<file path="config.mk">
export PLATFORM = sky130hd
export DESIGN_NAME = roi_scan_gen
export DESIGN_NICKNAME = d
export VERILOG_FILES = /design/src/rtl/roi_pkg.sv /design/src/rtl/roi_window_calc.sv /design/src/rtl/roi_axis_ctr.sv /design/src/rtl/roi_scan_fsm.sv /design/src/rtl/roi_scan_gen.sv
export SDC_FILE = /design/constraint.sdc
export NUM_CORES = 1
export LEC_CHECK = 0
export BUFFER_PORTS_ARGS = -buffer_cell sky130_fd_sc_hd__buf_2
export CAP_MARGIN = 20
export CELL_PAD_IN_SITES_DETAIL_PLACEMENT = 1
export CELL_PAD_IN_SITES_GLOBAL_PLACEMENT = 1
export CORE_MARGIN = 1
export CORE_UTILIZATION = 30
export DETAILED_ROUTE_END_ITERATION = 12
export PLACE_DENSITY = 0.6
export SLEW_MARGIN = 20
export SYNTH_ARGS = -nofsm -noshare
export SYNTH_HDL_FRONTEND = slang
export SYNTH_SLANG_ARGS = --single-unit
</file>
<file path="constraint.sdc">
create_clock -name clk -period 5.5 [get_ports clk]
set_clock_uncertainty 0.1 [all_clocks]
set_input_delay 1.1 -clock clk [delete_from_list [all_inputs] [get_ports clk]]
set_output_delay 1.1 -clock clk [all_outputs]
set_load 0.02 [all_outputs]
</file>
<file path="src/rtl/roi_pkg.sv">
package roi_pkg;
  typedef enum logic [1:0] {
    ST_IDLE = 2'd0,
    ST_RUN  = 2'd1,
    ST_GAP  = 2'd2
  } scan_st_e;
endpackage

</file>
<file path="src/rtl/roi_window_calc.sv">
// Turns raw configuration into clamped column-group and row limits.
module roi_window_calc #(
  parameter int ARR_W   = 640,
  parameter int ARR_H   = 480,
  parameter int GRP_PIX = 8,
  parameter int KER_PIX = 4,
  parameter int GW      = 7,
  parameter int RW      = 9,
  parameter int PXW     = 10,
  parameter int KW      = 8
) (
  input  logic [GW-1:0]  col_start,
  input  logic [RW-1:0]  row_start,
  input  logic [KW-1:0]  kernels,
  input  logic [RW-1:0]  rows,
  output logic [GW-1:0]  col_lo,
  output logic [GW-1:0]  col_hi,
  output logic [RW-1:0]  row_lo,
  output logic [RW-1:0]  row_hi,
  output logic [PXW-1:0] pix_end
);
  localparam int NGRP = ARR_W / GRP_PIX;
  localparam int EW   = PXW + KW + 2;
  localparam int RW1  = RW + 1;

  logic [GW-1:0] cs;
  logic [EW-1:0] kc, px0, raw_end, end_c, end_m1;
  logic [RW-1:0] rs, rc;
  logic [RW:0]   rend;

  always_comb begin
    cs      = (col_start > GW'(NGRP - 1)) ? GW'(NGRP - 1) : col_start;
    kc      = (kernels == '0) ? EW'(1) : EW'(kernels);
    px0     = EW'(cs) * EW'(GRP_PIX);
    raw_end = px0 + kc * EW'(KER_PIX);
    end_c   = (raw_end > EW'(ARR_W)) ? EW'(ARR_W) : raw_end;
    end_m1  = end_c - EW'(1);
    col_lo  = cs;
    col_hi  = GW'(end_m1 / EW'(GRP_PIX));
    pix_end = PXW'(end_c);
    rs      = (row_start > RW'(ARR_H - 1)) ? RW'(ARR_H - 1) : row_start;
    rc      = (rows == '0) ? RW'(1) : rows;
    rend    = {1'b0, rs} + {1'b0, rc} - RW1'(1);
    row_lo  = rs;
    row_hi  = (rend > RW1'(ARR_H - 1)) ? RW'(ARR_H - 1) : rend[RW-1:0];
  end
endmodule

</file>
<file path="src/rtl/roi_axis_ctr.sv">
// Loadable up/down position counter with an end-of-range compare.
module roi_axis_ctr #(
  parameter int W = 8
) (
  input  logic         clk,
  input  logic         rst_n,
  input  logic         load,
  input  logic         step,
  input  logic         dec,
  input  logic [W-1:0] ld_val,
  input  logic [W-1:0] end_val,
  output logic [W-1:0] pos,
  output logic         at_end
);
  logic [W-1:0] pos_d;
  logic         pos_en;

  always_comb begin
    pos_en = load || step;
    pos_d  = pos;
    if (load)      pos_d = ld_val;
    else if (step) pos_d = dec ? pos - 1'b1 : pos + 1'b1;
  end

  always_ff @(posedge clk or negedge rst_n) begin
    if (!rst_n)      pos <= '0;
    else if (pos_en) pos <= pos_d;
  end

  assign at_end = (pos == end_val);
endmodule

</file>
<file path="src/rtl/roi_scan_fsm.sv">
// Frame sequencer: idle, scanning a line, inter-line gap.
module roi_scan_fsm
  import roi_pkg::*;
#(
  parameter int GAPW = 8
) (
  input  logic            clk,
  input  logic            rst_n,
  input  logic            frame_start,
  input  logic            col_end,
  input  logic            row_end,
  input  logic [GAPW-1:0] gap_val,
  output logic            accept,
  output logic            run
);
  scan_st_e        st_q, st_d;
  logic [GAPW-1:0] gcnt_q, gcnt_d;
  logic            gcnt_en;

  always_comb begin
    st_d    = st_q;
    gcnt_d  = gcnt_q;
    gcnt_en = 1'b0;
    accept  = 1'b0;
    unique case (st_q)
      ST_IDLE: if (frame_start) begin
        accept = 1'b1;
        st_d   = ST_RUN;
      end
      ST_RUN: if (col_end) begin
        if (row_end)             st_d = ST_IDLE;
        else if (gap_val != '0) begin
          st_d    = ST_GAP;
          gcnt_d  = gap_val;
          gcnt_en = 1'b1;
        end
      end
      ST_GAP: begin
        gcnt_en = 1'b1;
        gcnt_d  = gcnt_q - 1'b1;
        if (gcnt_q == GAPW'(1)) st_d = ST_RUN;
      end
      default: st_d = ST_IDLE;
    endcase
  end

  always_ff @(posedge clk or negedge rst_n) begin
    if (!rst_n) begin
      st_q   <= ST_IDLE;
      gcnt_q <= '0;
    end else begin
      st_q <= st_d;
      if (gcnt_en) gcnt_q <= gcnt_d;
    end
  end

  assign run = (st_q == ST_RUN);
endmodule

</file>
<file path="src/rtl/roi_scan_gen.sv">
// Region-of-interest address generator (top).
module roi_scan_gen #(
  parameter int ARR_W   = 640,
  parameter int ARR_H   = 480,
  parameter int GRP_PIX = 8,
  parameter int KER_PIX = 4,
  parameter int KW      = 8,
  parameter int GAPW    = 8,
  localparam int NGRP   = ARR_W / GRP_PIX,
  localparam int GW     = $clog2(NGRP),
  localparam int RW     = $clog2(ARR_H),
  localparam int PXW    = $clog2(ARR_W + 1)
) (
  input  logic               clk,
  input  logic               rst_n,
  input  logic               frame_start,
  input  logic [GW-1:0]      cfg_col_start,
  input  logic [RW-1:0]      cfg_row_start,
  input  logic [KW-1:0]      cfg_kernels,
  input  logic [RW-1:0]      cfg_rows,
  input  logic               cfg_flip_x,
  input  logic               cfg_flip_y,
  input  logic [GAPW-1:0]    cfg_gap,
  output logic [GW-1:0]      col_grp,
  output logic [RW-1:0]      row_addr,
  output logic [GRP_PIX-1:0] pix_mask,
  output logic               pix_valid,
  output logic               eol,
  output logic               eof,
  output logic               busy
);
  logic [GW-1:0]   c_lo, c_hi, col_lo_q, col_hi_q;
  logic [RW-1:0]   r_lo, r_hi, row_lo_q, row_hi_q;
  logic [PXW-1:0]  p_end, pix_end_q;
  logic            flip_x_q, flip_y_q;
  logic [GAPW-1:0] gap_q;
  logic            accept, run, col_end, row_end;
  logic            col_load, col_step, row_step;
  logic [GW-1:0]   col_ld, col_stop;
  logic [RW-1:0]   row_ld, row_stop;
  logic [PXW-1:0]  grp_px;
  logic            active_q;

  roi_window_calc #(
    .ARR_W(ARR_W), .ARR_H(ARR_H), .GRP_PIX(GRP_PIX), .KER_PIX(KER_PIX),
    .GW(GW), .RW(RW), .PXW(PXW), .KW(KW)
  ) u_calc (
    .col_start(cfg_col_start), .row_start(cfg_row_start),
    .kernels(cfg_kernels), .rows(cfg_rows),
    .col_lo(c_lo), .col_hi(c_hi), .row_lo(r_lo), .row_hi(r_hi),
    .pix_end(p_end)
  );

  // configuration captured once per accepted frame
  always_ff @(posedge clk or negedge rst_n) begin
    if (!rst_n) begin
      col_lo_q  <= '0;
      col_hi_q  <= '0;
      row_lo_q  <= '0;
      row_hi_q  <= '0;
      pix_end_q <= '0;
      flip_x_q  <= 1'b0;
      flip_y_q  <= 1'b0;
      gap_q     <= '0;
    end else if (accept) begin
      col_lo_q  <= c_lo;
      col_hi_q  <= c_hi;
      row_lo_q  <= r_lo;
      row_hi_q  <= r_hi;
      pix_end_q <= p_end;
      flip_x_q  <= cfg_flip_x;
      flip_y_q  <= cfg_flip_y;
      gap_q     <= cfg_gap;
    end
  end

  always_ff @(posedge clk or negedge rst_n) begin
    if (!rst_n) active_q <= 1'b0;
    else        active_q <= accept || (active_q && !(run && col_end && row_end));
  end

  always_comb begin
    col_load = accept || (run && col_end);
    col_step = run && !col_end;
    row_step = run && col_end && !row_end;
    col_ld   = accept ? (cfg_flip_x ? c_hi : c_lo)
                      : (flip_x_q ? col_hi_q : col_lo_q);
    col_stop = flip_x_q ? col_lo_q : col_hi_q;
    row_ld   = cfg_flip_y ? r_hi : r_lo;
    row_stop = flip_y_q ? row_lo_q : row_hi_q;
  end

  roi_axis_ctr #(.W(GW)) u_col (
    .clk(clk), .rst_n(rst_n), .load(col_load), .step(col_step),
    .dec(flip_x_q), .ld_val(col_ld), .end_val(col_stop),
    .pos(col_grp), .at_end(col_end)
  );

  roi_axis_ctr #(.W(RW)) u_row (
    .clk(clk), .rst_n(rst_n), .load(accept), .step(row_step),
    .dec(flip_y_q), .ld_val(row_ld), .end_val(row_stop),
    .pos(row_addr), .at_end(row_end)
  );

  roi_scan_fsm #(.GAPW(GAPW)) u_fsm (
    .clk(clk), .rst_n(rst_n), .frame_start(frame_start),
    .col_end(col_end), .row_end(row_end), .gap_val(gap_q),
    .accept(accept), .run(run)
  );

  assign pix_valid = run;
  assign eol       = run && col_end;
  assign eof       = run && col_end && row_end;
  assign busy      = active_q;
  assign grp_px    = PXW'(col_grp) * PXW'(GRP_PIX);

  for (genvar i = 0; i < GRP_PIX; i++) begin : g_mask
    assign pix_mask[i] = run && ((grp_px + PXW'(i)) < pix_end_q);
  end
endmodule

</file>
==> flow_summary.ini <==
[run_status]
status = finished clean

[grt]
antenna_found_initial = 0
grt_pass1_wl_um = 29130
overflow = 0
grt.total_usage_pct = 18.13
grt_pass1_vias = 5686
largest_net_degree_at_the_start_of_global_routing = 48

[synth]
gate_count_of_the_mapped_netlist = 719
synth.largest_area_cell = sky130_fd_sc_hd__dfrtp_1
synth_top_cell_area_share_pct = 31.67
synth_enable_flop_cells = 0
yosys_warnings = 0
netlist_area_sq_mm = 0.006083
synth.lib_cells_used.distinct = 69
synth_area_per_cell_sq_um = 8.461
synth_top_cells_by_area = sky130_fd_sc_hd__dfrtp_1 (32%), sky130_fd_sc_hd__ha_1 (10%), sky130_fd_sc_hd__o21ai_0 (5.5%), sky130_fd_sc_hd__mux2i_1 (4.8%), sky130_fd_sc_hd__nand2_1 (4.6%)
synth-async-reset-ratio_pct = 100.0
synth_nets = 820
synth.yosys.seq_area_share_pct = 31.67
synth-seq-cells = 77
synth_flop_cell = sky130_fd_sc_hd__dfrtp_1

[worst_setup_path]
cpLargestDelayFamily = compound AO/OA/AOI/OAI gates
worst_endpoint_data_arrival_time_ns = 4.96
worstPathCellList = buf_2, o21ai_0, nand2b_1, ha_1, inv_1, fa_1, nand2b_1, a21o_1, a21boi_1, a21oi_1, o21a_1, nand2_1, ha_1, nand2_1, o311ai_0, o41ai_1, a31oi_1, mux2i_1
crit_path_max_incr_delay_ns = 0.47
critical_path.endpoint_type = flip-flop
cp_max_fo = 11
crit_buf_inv = 2
startpoint_type = primary input
crit_type = in2reg
crit_slowest_cell = sky130_fd_sc_hd__a21boi_1
timing.critical_path.required_ns = 5.62

[floorplanning]
die_x_um = 144.4
die_y_um = 144.4
design.portCount = 74
core-area_sq_mm = 0.01965
row_count = 51
effective_utilization_at_floorplan_pct = 30.95
die_footprint_sq_mm = 0.02085

[sta]
period_share_pct = 88.05
setup_viol = 0
slew_headroom_pct = 36.07
fmaxAchievable_ghz = 0.2065
hold_violations = 0
rsz0062_at_grt = false
maxSlewViolCount = 0
worst-slew-pin-transition_ns = 0.9589
final_period_minus_worst_setup_slack_ns = 4.843
fin_setup_tns_ns = 0

[routing]
drt-total-wl_um = 18000
drc = 0
final_antenna_violating_net_count = 0
post_drt_via_cell_ratio = 5.125
route.vias.total = 5335
drtPass1Iterations = 4
drt_first_iter_violations = 224
drt-wirelength-per-cell_um = 17.29

[clock_network]
postCtsSetupBuffers = 0
htree_levels = 3
post_cts_hold_buffer_count = 0
cts.reportedPaths.clkPinSlew_ns = 0.07
tritoncts = yes
clockRootBuffer = sky130_fd_sc_hd__clkbuf_16
clock_tree.buffer_depth = 2
worst_skew_pair.late_latency_ns = 0.35
cts_inserted_buffers = 9
postCtsResizedCells = 0
sink_count_of_the_clock_tree = 77

[layout]
final.fill_count = 2406
layout.cells.non_filler = 1041
diodes = 0
synthToLayoutAreaGrowth_pct = 14.42
sequential_cell_area_sq_mm = 0.001927
final_cell_area_sq_mm = 0.006960
layout.cells.most_common = sky130_fd_sc_hd__dfrtp_1
multi_input_area_sq_mm = 0.003675
nNetsFinal = 872
final_cell_mix = sky130_fd_sc_hd__dfrtp_1 (77), sky130_fd_sc_hd__nand2_1 (73), sky130_fd_sc_hd__buf_2 (72), sky130_fd_sc_hd__inv_1 (71), sky130_fd_sc_hd__o21ai_0 (67)
post_route_cells_drive_above_1_share_pct = 15.85

[hold_path]
hold_class = reg2reg

[placement]
finalWeightedCongestion = 0.8161
cell_area_placed_sq_mm = 0.006628
detailed_place_hpwl_um = 13930
inst_count_dp = 1025
place.port_buffers = 73

[power_and_ir_drop]
worst_ir_drop_vdd_mv = 0.1453
cellPowerDensity_mw_per_mm2 = 216.8
leakage_nw = 3.371
p_total_mw = 1.509

[run]
timing.max_cap.violations = 0
==> Yosys cell counts (7+ instances only) <==
cell type	count
sky130_fd_sc_hd__dfrtp_1	77
sky130_fd_sc_hd__nand2_1	74
sky130_fd_sc_hd__inv_1	71
sky130_fd_sc_hd__o21ai_0	67
sky130_fd_sc_hd__nor2_1	59
sky130_fd_sc_hd__ha_1	51
sky130_fd_sc_hd__mux2i_1	29
sky130_fd_sc_hd__clkbuf_1	25
sky130_fd_sc_hd__xnor2_1	23
sky130_fd_sc_hd__a21oi_1	18
sky130_fd_sc_hd__nor3_1	18
sky130_fd_sc_hd__nor2b_1	16
sky130_fd_sc_hd__a21o_1	11
sky130_fd_sc_hd__a31oi_1	11
sky130_fd_sc_hd__nand3_1	11
sky130_fd_sc_hd__xor2_1	11
sky130_fd_sc_hd__a221oi_1	10
sky130_fd_sc_hd__mux2_2	8
sky130_fd_sc_hd__nand2b_1	8
sky130_fd_sc_hd__a211oi_1	7
sky130_fd_sc_hd__buf_4	7
sky130_fd_sc_hd__nor4_1	7
==> power breakdown <==
group | total (mW) | switching (mW) | internal [mW] | leakage (nW)
Combinational | 0.268 | 0.166 | 0.102 | 2.29
Clock | 0.675 | 0.261 | 0.413 | 0.159
Sequential | 0.566 | 0 | 0.566 | 0.920
Total | 1.51 | 0.428 | 1.08 | 3.37
==> final timing paths <==
path | from | to | slack [ns] | depth (start not counted)
min reg2reg | row_hi_q[7] | row_hi_q[7] | 0.37 | 2
max | cfg_col_start[4] | u_col.pos[5] | 0.66 | 18
min in group asynchronous | rst_n | u_col.pos[6] | 0.59 | 1
max reg2reg | flip_x_q | u_fsm.gcnt_q[2] | 1.82 | 8
max in group asynchronous | rst_n | row_lo_q[8] | 3.68 | 2
min | row_hi_q[7] | row_hi_q[7] | 0.37 | 2
==> cell families (layout without fill, tap and decap cells) <==
family	after synthesis	after routing	synth area share, %
buf+inv	111	168	7.980
flops	77	77	31.67
compound gates	174	174	18.98
mux	37	37	6.253
fa+ha+maj	55	55	11.81
simple gates	231	231	18.41
xor+xnor	34	34	4.895
==> sequential cells by signal, summed over array words and instances, names as in the netlist <==
signal        count
col_hi_q          7
col_lo_q          7
pix_end_q         8
u_fsm.gcnt_q      8
busy              1
flip_y_q          1
u_fsm.st_q        2
u_row.pos         9
row_hi_q          9
gap_q             8
row_lo_q          9
flip_x_q          1
u_col.pos         7
==> metal layers <==
layer / vias to the layer above / wire [um] / share of wire, % / global-route usage [%]
met1: 2608 / 7998 / 44 / 21.68
met2: 89 / 9096 / 51 / 32.67
met3: 25 / 538 / 3.0 / 2.815
met5: - / 0 / 0 / 0
met4: 0 / 370 / 2.1 / 6.371
li1: 2613 / - / - / -
==> per-stage QoR <==
step / setup WS, ns / util [%] / hold WS [ns]
floorplan: 0.9952 / - / 0.3452
global placement: 0.6344 / 33.72 / 0.3646
detailed placement: 0.3779 / 33.72 / 0.3643
CTS: 0.6895 / 35.42 / 0.3793
global route: 0.2989 / 35.42 / 0.4188
finish: 0.6573 / 35.42 / 0.3747
==> area by class of cell <==
cell class | count | area share [%]
Multi-Input combinational cell | 531 | 52.80
Sequential cell | 77 | 27.68
Timing Repair Buffer | 81 | 6.148
Tap cell | 265 | 4.764
Inverter | 71 | 3.829
Clock buffer | 10 | 3.433
Clock inverter | 6 | 1.348
==> worst register-to-register path: cells and delay by family (launching register included) <==
family / cells / cell delay [ns]
xor gates and xnor gates: 1 / 0.36
buffers and inverters: 1 / 0.29
muxes: 1 / 0.32
AOI/OAI and AO/OA: 2 / 0.62
and+or+nand+nor: 3 / 0.86
DFF: 1 / 0.97
No activity file was read; power rests on OpenSTA's default activity.
